## config.mk

```make
export PLATFORM = sky130hd
export DESIGN_NAME = pixel_stamp_store
export DESIGN_NICKNAME = d
export VERILOG_FILES = /design/src/rtl/bx_counter.sv /design/src/rtl/pixel_stamp_store.sv
export SDC_FILE = /design/constraint.sdc
export NUM_CORES = 1
export LEC_CHECK = 0
export ABC_AREA = 1
export BUFFER_PORTS_ARGS = -buffer_cell sky130_fd_sc_hd__buf_2
export CAP_MARGIN = 20
export CORE_MARGIN = 4
export CORE_UTILIZATION = 48
export CTS_BUF_LIST = sky130_fd_sc_hd__clkbuf_16
export CTS_CLUSTER_SIZE = 12
export DETAILED_ROUTE_END_ITERATION = 10
export MAX_ROUTING_LAYER = met4
export PLACE_DENSITY_LB_ADDON = 0.2
export SYNTH_ARGS = -nofsm -noshare
export SYNTH_HDL_FRONTEND = slang
export SYNTH_SLANG_ARGS = --single-unit
```

## constraint.sdc

```tcl
create_clock -name clk -period 1.5 [get_ports clk]
set_clock_uncertainty 0.15 [all_clocks]
set_input_delay 0.225 -clock clk [delete_from_list [all_inputs] [get_ports clk]]
set_output_delay 0.225 -clock clk [all_outputs]
set_load 0.05 [all_outputs]
```

## src/rtl/bx_counter.sv

```systemverilog
module bx_counter #(
  parameter int W = 12
) (
  input  logic         clk,
  input  logic         rst_n,
  input  logic         run,
  input  logic         step,
  output logic [W-1:0] value
);
  localparam logic [W-1:0] TOP = {W{1'b1}};

  always_ff @(posedge clk) begin
    if (!rst_n)                    value <= '0;
    else if (!run)                 value <= '0;
    else if (step && value != TOP) value <= value + 1'b1;
  end
endmodule

```

## src/rtl/pixel_stamp_store.sv

```systemverilog
module pixel_stamp_store #(
  parameter int DEPTH  = 4,
  parameter int TIME_W = 12,
  parameter int PAR_W  = 2,
  localparam int ENTRY_W = TIME_W + PAR_W,
  localparam int CNT_W   = $clog2(DEPTH + 1)
) (
  input  logic                       clk,
  input  logic                       rst_n,
  input  logic                       train_on,
  input  logic                       bx_strobe,
  input  logic                       hit_in,
  input  logic                       rd_clear,
  output logic [TIME_W-1:0]          bx_time,
  output logic [CNT_W-1:0]           hit_count,
  output logic [DEPTH*ENTRY_W-1:0]   stamps,
  output logic                       overflow
);
  function automatic logic [PAR_W-1:0] lane_parity(input logic [TIME_W-1:0] t);
    logic [PAR_W-1:0] p;
    p = '0;
    for (int i = 0; i < TIME_W; i++) p[i % PAR_W] = p[i % PAR_W] ^ t[i];
    return p;
  endfunction

  logic taken;
  logic full, attempt, wr_en;
  logic [ENTRY_W-1:0] new_entry;

  bx_counter #(.W(TIME_W)) u_time (
    .clk   (clk),
    .rst_n (rst_n),
    .run   (train_on),
    .step  (bx_strobe),
    .value (bx_time)
  );

  assign full      = (hit_count == CNT_W'(DEPTH));
  assign attempt   = train_on & hit_in & ~taken & ~rd_clear;
  assign wr_en     = attempt & ~full;
  assign new_entry = {lane_parity(bx_time), bx_time};

  always_ff @(posedge clk) begin
    if (!rst_n)                     taken <= 1'b0;
    else if (!train_on || bx_strobe) taken <= 1'b0;
    else if (attempt)               taken <= 1'b1;
  end

  always_ff @(posedge clk) begin
    if (!rst_n || rd_clear) hit_count <= '0;
    else if (wr_en)         hit_count <= hit_count + 1'b1;
  end

  always_ff @(posedge clk) begin
    if (!rst_n || rd_clear)  overflow <= 1'b0;
    else if (attempt && full) overflow <= 1'b1;
  end

  for (genvar g = 0; g < DEPTH; g++) begin : g_slot
    logic [ENTRY_W-1:0] slot;
    always_ff @(posedge clk) begin
      if (!rst_n || rd_clear)                        slot <= '0;
      else if (wr_en && hit_count == CNT_W'(g))      slot <= new_entry;
    end
    assign stamps[g*ENTRY_W +: ENTRY_W] = slot;
  end
endmodule

```

# Word level (Yosys, flattened, before mapping)
# Index checks and enable logic that the tools add are counted.
dict set report classes {
  n_addsub 2
  multipliers 0
  n_div 0
  order_cmp 0
  eq_ne 5
  shifts 0
  muxes 0
  n_bitwise 18
  n_reduce_logical 13
}
# cell n
set ops {}
lappend ops {{$add 12x1->12 const B} 1}
lappend ops {{$ne 12x12->1 const B} 1}
lappend ops {{$xor 1x1->1} 10}
lappend ops {{$eq 3x2->1 const B} 2}
lappend ops {{$logic_and 1x1->1} 6}
lappend ops {{$and 1x1->1} 4}
lappend ops {{$not 1->1} 4}
lappend ops {{$add 3x1->3 const B} 1}
lappend ops {{$eq 3x1->1 const B} 1}
lappend ops {{$eq 3x3->1 const B} 1}
lappend ops {{$logic_not 3->1} 1}
lappend ops {{$logic_not 1->1} 2}
lappend ops {{$logic_or 1x1->1} 2}
lappend ops {{$reduce_and 2->1} 1}
lappend ops {{$reduce_or 2->1} 1}
dict set report totals {
  reg_bits 73
  latch_bits 0
  ramBits 0
  mem_bits_ro 0
  wordCells 46
  memories 0
}

# Depth between registers and ports, before layout
# Gate-level depths: netlist (run 1).
dict set report logic_depth {
  word_depth 5
  mapped_depth 10
}

# Modules after synthesis
# From an unflattened synthesis (run 1), not the netlist that was laid out.
dict set report hier_totals {
  cells_unflattened 413
  area_unflattened_um2 3199.3
}
# mod n_inst cells_each area_per_inst_um2 seq_area_each_um2
set by_module_without_submodules {}
lappend by_module_without_submodules {pixel_stamp_store 1 308 2498.6 1221.2}
lappend by_module_without_submodules {bx_counter 1 105 700.7 240.2}

# Worst setup path after synthesis (run 1)
# Ideal clock, no wire load.
dict set report synth_timing {
  path_kind {flip-flop to flip-flop}
  startpoint {reg hit_count[0]}
  endpoint {reg g_slot[3].slot[4]}
  arrival_ns 1.671
  required_time_ns 1.234
  path_slack_ns -0.437
  path_stages_with_launch 8
  n_path_buf 1
  cell_sequence {dfxtp_1 -> inv_1 -> ha_1 -> a21oi_4 -> nand2_4 -> buf_6 -> o21ai_0 -> nor2_1}
}
dict set report synth_between {
  elab_chain_cells 4
}
# item line
set synth_rtl {}
lappend synth_rtl {{start: declaration} pixel_stamp_store.sv:15} ;# output logic [CNT_W-1:0] hit_count,
lappend synth_rtl {{start signal: assignment} pixel_stamp_store.sv:51} ;# else if (wr_en) hit_count <= hit_count + 1'b1;
lappend synth_rtl {{$eq 3x3->1} pixel_stamp_store.sv:38} ;# assign full = (hit_count == CNT_W'(DEPTH));
lappend synth_rtl {{$not 1->1} pixel_stamp_store.sv:40} ;# assign wr_en = attempt & ~full;
lappend synth_rtl {{$and 1x1->1} pixel_stamp_store.sv:40}
lappend synth_rtl {{$logic_and 1x1->1 (*)} pixel_stamp_store.sv:63} ;# else if (wr_en && hit_count == CNT_W'(g)) slot <= new_entry;
lappend synth_rtl {{end signal: assignment} pixel_stamp_store.sv:63}
lappend synth_rtl {{end: declaration} pixel_stamp_store.sv:60} ;# logic [ENTRY_W-1:0] slot;
# Mark *: on every way between the ends. The rest lies on a longest branch, timed or not.
# A chain may end at the register's enable or synchronous reset.

# Final worst setup path (run 1)
dict set report layout_timing {
  startpoint {reg u_time.value[0]}
  endpoint {reg u_time.value[11]}
}
dict set report layout_between {
  elab_chain_cells 2
}
# item line
set layout_rtl {}
lappend layout_rtl {{start: declaration} bx_counter.sv:8} ;# output logic [W-1:0] value
lappend layout_rtl {{start signal: assignment} bx_counter.sv:15} ;# else if (step && value != TOP) value <= value + 1'b1;
lappend layout_rtl {{branches (longest 2 deep; another with $add 12x1->12)} n/a}
# Parallel ways; which one is timed is not known.

==> impl_metrics.tcl, run 1 <==
set metrics [dict create \
    synth_flop_cell "dfxtp_1" \
    antenna_left 0 \
    clock-sinks 73 \
    violations "setup timing" \
    root_buffer "clkbuf_16" \
    rsz0062_at_grt "yes" \
    worstSetupEndpointType "flop" \
    wl_um 9445 \
    rows 29 \
    yosysMostFrequentCell "dfxtp_1" \
    place_hpwl_um 5949 \
    syn-instance-count 409 \
    synthTopCellsByCount "73 x dfxtp_1, 68 x nand2_1, 46 x o21ai_0" \
    hold_depth 4 \
    grt_pass1_vias 2792 \
    finalCriticalPeriod_ns 1.520 \
    r2r_cells 8 \
    gr-usage-met2 0.3424 \
    crit_end "u_time.value[11]$_SDFFE_PN0P_" \
    grt_start_max_net_pins 32 \
    arrival_ns 1.64 \
    tritoncts "yes" \
    syn-num-nets 421 \
    vdd_ir_drop_max_mv 0.8264 \
    hold_violations 0 \
    gp_congestion 0.9364 \
    use_met1 0.3016 \
    cts-htree-levels 3 \
    synth_top_area_frac 0.4564 \
    setup_viol 2 \
    worstMarginPinSlew_ns 0.3070 \
    ys_types 32 \
    mappedNetlistArea_sq_um 3202 \
    overflow 0 \
    fin_hold_ws_ns 0.1749 \
    grt.total_usage 0.2288 \
    num_io_pins 78 \
    cts_buffers 9 \
    fin_util 0.7002 \
    fmax_ghz 0.6581 \
    clkTransAtPathRegs_ns 0.06 \
    num_vias 3129 \
    grt_pass1_wl_um 13540 \
    setup_slack_ns -0.01960 \
    drc 0 \
    dieArea_sq_um 8041 \
    async_flop_share 0 \
    io_buffers 77 \
    die_h_um 89.67 \
    total_power_mw 4.310 \
    rr_endpoint "u_time.value[11]$_SDFFE_PN0P_" \
    fin_crit_sh 1.013 \
    p_leak_nw 2.069 \
    start_util 0.4985 \
    power_density_nw_per_um2 958.5 \
    busiest_layer "met2" \
    viasPerCell 5.206 \
    r2r_start "u_time.value[0]$_SDFFE_PN0P_" \
    ys_top_cells_by_area "dfxtp_1 46%, nand2_1 8.0%, o21ai_0 7.2%" \
    synth_warnings 0 \
    hold_class "primary input to flop" \
    critPathRequiredTime_ns 1.62 \
    die_w_um 89.67 \
    r2r_slack_ns -0.02 \
    wl_per_cell_um 15.72 \
    first_pass_iters 4 \
    syn_to_final_growth_pct 40.45 \
    drive_gt1_frac 0.3912 \
    synth_edf_count 0 \
    core_area_sq_um 6422 \
    start_kind "flop" \
    critPathKind "flop to flop" \
    drtIter0Drc 179 \
    use_met3 0.05383 \
    cts.hold.buffers_added 0 \
    clock_latency_ns 0.34 \
    fillers 512 \
    finalNetCount 531 \
    clock_path_buffers 2 \
    ys_ff_latch 73 \
    cap_violations 0 \
    cp_max_fo 6 \
    num_antenna_cells 0 \
    status "complete, but fails checks" \
    synth_top_area_cell "dfxtp_1" \
    ys_seq_area_frac 0.4564 \
    syn_area_per_cell_sq_um 7.828 \
    antenna_found_initial 0 \
    relSlewSlack 0.7937 \
    drv_slew 0 \
    startpoint "u_time.value[0]$_SDFFE_PN0P_" \
]
==> metrics by stage <==
step	setup WS [ns]	instance area [sq um]	cells	TNS (ns)
finish	-0.01960	4497	601	-0.03145
global placement	-0.01123	3854	570	-0.01689
CTS	-0.002027	4169	586	-0.002027
detailed placement	-0.007841	3854	570	-0.01284
global route	-0.08317	4497	601	-1.330
floorplan	-0.01265	3228	409	-0.06322
==> per-layer routing <==
| layer | routed length, um | vias up |
|---|---|---|
| met4 | 153 | 0 |
| met2 | 4499 | 103 |
| li1 | - | 1552 |
| met1 | 4153 | 1459 |
| met3 | 640 | 15 |
| met5 | 0 | - |
==> power breakdown <==
group	switching (mW)	internal, mW	total (mW)
combinational	0.184	0.112	0.296
sequential	0.0123	1.95	1.96
clock	0.906	1.15	2.05
total	1.10	3.21	4.31
==> critical path, cell delays in order, from the launching register on <==
cell and delay [ns]:
dfxtp_2 0.36, ha_4 0.15, nand2_4 0.06, nor2_4 0.15, nand3_4 0.12, nand2_8 0.13, buf_6 0.14, nand2_1 0.07
a21oi_2 0.12
==> kinds of logic (layout without fill, tap and decap cells) <==
family / Yosys count / in the layout / synth area share
buf+inv: 70 / 185 / 0.1121
fa+ha+maj: 6 / 6 / 0.02345
simple gates: 143 / 143 / 0.2083
flops: 73 / 73 / 0.4564
xor+xnor: 3 / 3 / 0.008208
compound gates: 114 / 114 / 0.1915
==> flip-flops by register name (all words and copies together) (netlist names) <==
name and count:
u_time.value 12, overflow 1, hit_count 3, taken 1
g_slot.slot 56
==> layout by cell type, fill, tap and decap left out, drive strengths merged, types with 3 or more instances in the layout <==
cell and n:
dfxtp 73, nand4 3, buf 123, o21a 4, o21ai 58, nand2 71
clkbuf 16, nand3 16, nor2 46, a21oi 51, ha 6, clkinvlp 3
inv 43, nor3 6, xor2 3
==> cell type report <==
| cell class | count | area [sq um] | area share |
|---|---|---|---|
| clock buffer | 9 | 225.2 | 0.05008 |
| clock inverter | 7 | 60.06 | 0.01336 |
| inverter | 39 | 158.9 | 0.03534 |
| multi-input combinational | 266 | 1505 | 0.3347 |
| sequential | 73 | 1485 | 0.3303 |
| tap | 77 | 96.34 | 0.02142 |
| timing repair buffer | 130 | 965.9 | 0.2148 |
==> worst min-delay path by stage <==
stage,endpoint,startpoint
global route,u_time.value[1]$_SDFFE_PN0P_,bx_strobe
floorplan,taken$_SDFFE_PP0P_,bx_strobe
finish,u_time.value[6]$_SDFFE_PN0P_,bx_strobe
detailed placement,overflow$_SDFFE_PP0P_,overflow$_SDFFE_PP0P_
global placement,overflow$_SDFFE_PP0P_,overflow$_SDFFE_PP0P_
CTS,u_time.value[5]$_SDFFE_PN0P_,bx_strobe
==> timing repair <==
action / in CTS / in global routing
pin swaps: 0 / 14
resized for setup: 12 / 59
gates cloned: 0 / 4
endpoints found under the setup margin: 14 / 54
setup buffers: 0 / 11
Note: power is estimated with default switching activity, not from simulation.
==> run 2, diff against run 1 <==
--- a/config.mk
+++ b/config.mk
@@ -5,7 +5,6 @@
 export SDC_FILE = /design/constraint.sdc
 export NUM_CORES = 1
 export LEC_CHECK = 0
-export ABC_AREA = 1
 export BUFFER_PORTS_ARGS = -buffer_cell sky130_fd_sc_hd__buf_2
 export CAP_MARGIN = 20
 export CORE_MARGIN = 4
==> run 2 against run 1 <==
Compared with the run above:
- the flow still finishes with violations (setup timing)
- sequential share of layout area is 0.61 points higher
- combinational power down 49%
- die area is 1.1% lower
- register-to-register slack got worse by 0.11 ns
- non-clock buffer count is 4 higher
- worst setup slack got worse by 0.11 ns
- cell area down 0.67%
- power fell by 3.8%
- synthesized area decreased by 1.2%
- via count down 5.0%
- wire length fell by 3.3%
- critical path type unchanged
- largest cell class unchanged
- largest power group unchanged
==> impl_metrics.tcl, run 2 <==
set metrics [dict create \
    power_density_nw_per_um2 928.0 \
    top_regs "g_slot.slot (56), u_time.value (12), hit_count (3)" \
    wl_um 9131 \
    ys_types 39 \
    synth_warnings 0 \
    wl_per_cell_um 16.39 \
    numPlacedInstances 533 \
    wl_met2_um 4556 \
    critPathSlowestCell "dfxtp_4" \
    hold_class "primary input to flop" \
    stdcell_count 557 \
    drv_slew 0 \
    p_int_mw 3.132 \
    total_power_mw 4.145 \
    tritoncts "yes" \
    num_vias 2973 \
    async_flop_share 0 \
    drt-met1-wl_um 3844 \
    clock_path_buffers 2 \
    antenna_found_initial 0 \
    fmax_ghz 0.6136 \
    place_hpwl_um 6079 \
    cts-htree-levels 3 \
    clock_latency_ns 0.33 \
    drc 0 \
    r2r_start "u_time.value[1]$_SDFFE_PN0P_" \
    hold_depth 3 \
    worstSetupEndpointType "flop" \
    overflow 0 \
    crit_family "simple AND/OR/NAND/NOR gates" \
    combPwrFrac 0.037 \
    clkTransAtPathRegs_ns 0.06 \
    clock-sinks 73 \
    vdd_ir_drop_max_mv 0.7545 \
    fillers 507 \
    dieArea_sq_um 7952 \
    first_pass_iters 4 \
    synthTopCellsByCount "104 x nand2_1, 73 x dfxtp_1, 65 x a21oi_1" \
    violations "setup timing" \
    num_io_pins 78 \
    drtIter0Drc 260 \
    viasPerCell 5.338 \
    start_kind "flop" \
    worstMarginPinSlew_ns 0.4317 \
    critPathRequiredTime_ns 1.61 \
    gp_congestion 0.8214 \
    pwr-share-clk 0.497 \
    drive_gt1_frac 0.4604 \
    root_buffer "clkbuf_16" \
    cap_violations 0 \
    cp_num_buf_inv 0 \
    die_h_um 89.18 \
    yosysMostFrequentCell "nand2_1" \
    top_layer_used "met4" \
    grt_pass1_vias 2750 \
    top_register "g_slot.slot" \
    start_util 0.4953 \
    setup_slack_ns -0.1297 \
    core_area_sq_um 6386 \
    rows 29 \
    r2r_slack_ns -0.13 \
    synth_top_area_frac 0.4620 \
    mappedNetlistArea_sq_um 3163 \
    grt.total_usage 0.2348 \
    syn-num-nets 385 \
    synth_top_area_cell "dfxtp_1" \
    hold_path_end "taken$_SDFFE_PP0P_" \
    fin_hold_ws_ns 0.07617 \
    synth_flop_cell "dfxtp_1" \
    cts_buffers 9 \
    die_w_um 89.18 \
    ys_top_cells_by_area "dfxtp_1 46%, nand2_1 12%, a21oi_1 10%" \
    syn_area_per_cell_sq_um 8.480 \
    num_antenna_cells 0 \
    r2r_cells 5 \
    syn_to_final_growth_pct 41.22 \
    p_leak_nw 1.771 \
    swShare 0.2443 \
    final_common_cell "nand2_1" \
    cp_max_fo 4 \
    grt_pass1_wl_um 13720 \
    setup_viol 7 \
    ys_ff_latch 73 \
    cts.hold.buffers_added 0 \
    finalCriticalPeriod_ns 1.630 \
    synth_edf_count 0 \
    met3_length_um 510 \
    io_buffers 77 \
    hold_violations 0 \
    layout_common_cells "99 x nand2_1, 65 x buf_2, 60 x dfxtp_1" \
    relSlewSlack 0.7115 \
    rsz0062_at_grt "yes" \
    finalSetupTns_ns -0.3189 \
    syn-instance-count 373 \
    status "complete, but fails checks" \
    finalNetCount 487 \
    critPathKind "flop to flop" \
    largest_reg_flops 56 \
    grt_start_max_net_pins 53 \
    ys_seq_area_frac 0.4620 \
    crit_chain "ha_4 -> and3_4 -> nand4_1 -> or3_1 -> a21oi_1" \
    antenna_left 0 \
    rr_endpoint "u_time.value[10]$_SDFFE_PN0P_" \
    crit_path_max_incr_delay_ns 0.37 \
    hold_start "bx_strobe" \
    arrival_ns 1.74 \
    p_switching_mw 1.013 \
    fin_crit_sh 1.086 \
    pwr-share-seq 0.466 \
]
run 2: worst max path at each step:
| stage | startpoint | endpoint | slack [ns] | cells after the start |
|---|---|---|---|---|
| final | u_time.value[1]$_SDFFE_PN0P_ | u_time.value[10]$_SDFFE_PN0P_ | -0.13 | 5 |
| after global routing | u_time.value[1]$_SDFFE_PN0P_ | u_time.value[10]$_SDFFE_PN0P_ | -0.17 | 5 |
| after CTS | u_time.value[1]$_SDFFE_PN0P_ | u_time.value[6]$_SDFFE_PN0P_ | -0.05 | 5 |
| after detailed placement | u_time.value[1]$_SDFFE_PN0P_ | u_time.value[6]$_SDFFE_PN0P_ | -0.06 | 5 |
| after global placement | u_time.value[1]$_SDFFE_PN0P_ | u_time.value[0]$_SDFFE_PN0P_ | -0.03 | 5 |
| after floorplan | hit_count[1]$_SDFFE_PP0P_ | g_slot[3].slot[10]$_SDFFE_PP0P_ | -0.02 | 7 |
run 2: power groups by stage:
| stage | clock network, mW | registers, mW | logic, mW |
|---|---|---|---|
| global placement | 0 | 1.99 | 0.139 |
| global route | 2.17 | 1.93 | 0.163 |
| floorplan | 0 | 1.99 | 0.0822 |
| CTS | 2.08 | 1.94 | 0.144 |
| finish | 2.06 | 1.93 | 0.152 |
| detailed placement | 0 | 1.99 | 0.140 |
run 2: kinds of logic after synthesis:
group | Yosys count | share of synthesized area
compound gates | 86 | 0.1491
xor+xnor | 15 | 0.04154
fa+ha+maj | 6 | 0.02373
buf+inv | 49 | 0.1191
flops | 73 | 0.4620
simple gates | 144 | 0.2045
run 2: routing by layer:
layer	up-vias	global-route usage
li1	1435	-
met1	1439	0.2914
met2	82	0.3804
met3	17	0.04516
met4	0	0.08525
met5	-	-
run 2: repair_timing:
| action | CTS | global route |
|---|---|---|
| cloned | 1 | 1 |
| setup endpoints to repair | 34 | 62 |
| pin swaps | 1 | 12 |
| resized for setup | 34 | 66 |
| buffers inserted | 1 | 5 |
run 2: area by class of cell:
| class | count | area, sq um | area share |
|---|---|---|---|
| clock buffer | 9 | 225.2 | 0.05042 |
| clock inverter | 7 | 61.31 | 0.01373 |
| tap | 77 | 96.34 | 0.02157 |
| timing repair buffer | 134 | 939.7 | 0.2104 |
| multi-input combinational | 252 | 1618 | 0.3622 |
| sequential | 73 | 1503 | 0.3364 |
| inverter | 5 | 23.77 | 0.005322 |
run 2: metrics by stage:
step	utilization	worst slack, ns	cell area [sq um]
finish	0.6995	-0.1297	4467
global route	0.6995	-0.1747	4467
CTS	0.6516	-0.05106	4161
detailed placement	0.5891	-0.06356	3762
global placement	0.5891	-0.02995	3762
floorplan	-	-0.01621	3272
run 2: worst reg2reg max path: cells and delay by family, from the launching register on:
kind / cells / cell delay, ns
compound gates: 1 / 0.16
simple gates: 3 / 0.72
flops: 1 / 0.37
fa+ha+maj: 1 / 0.17
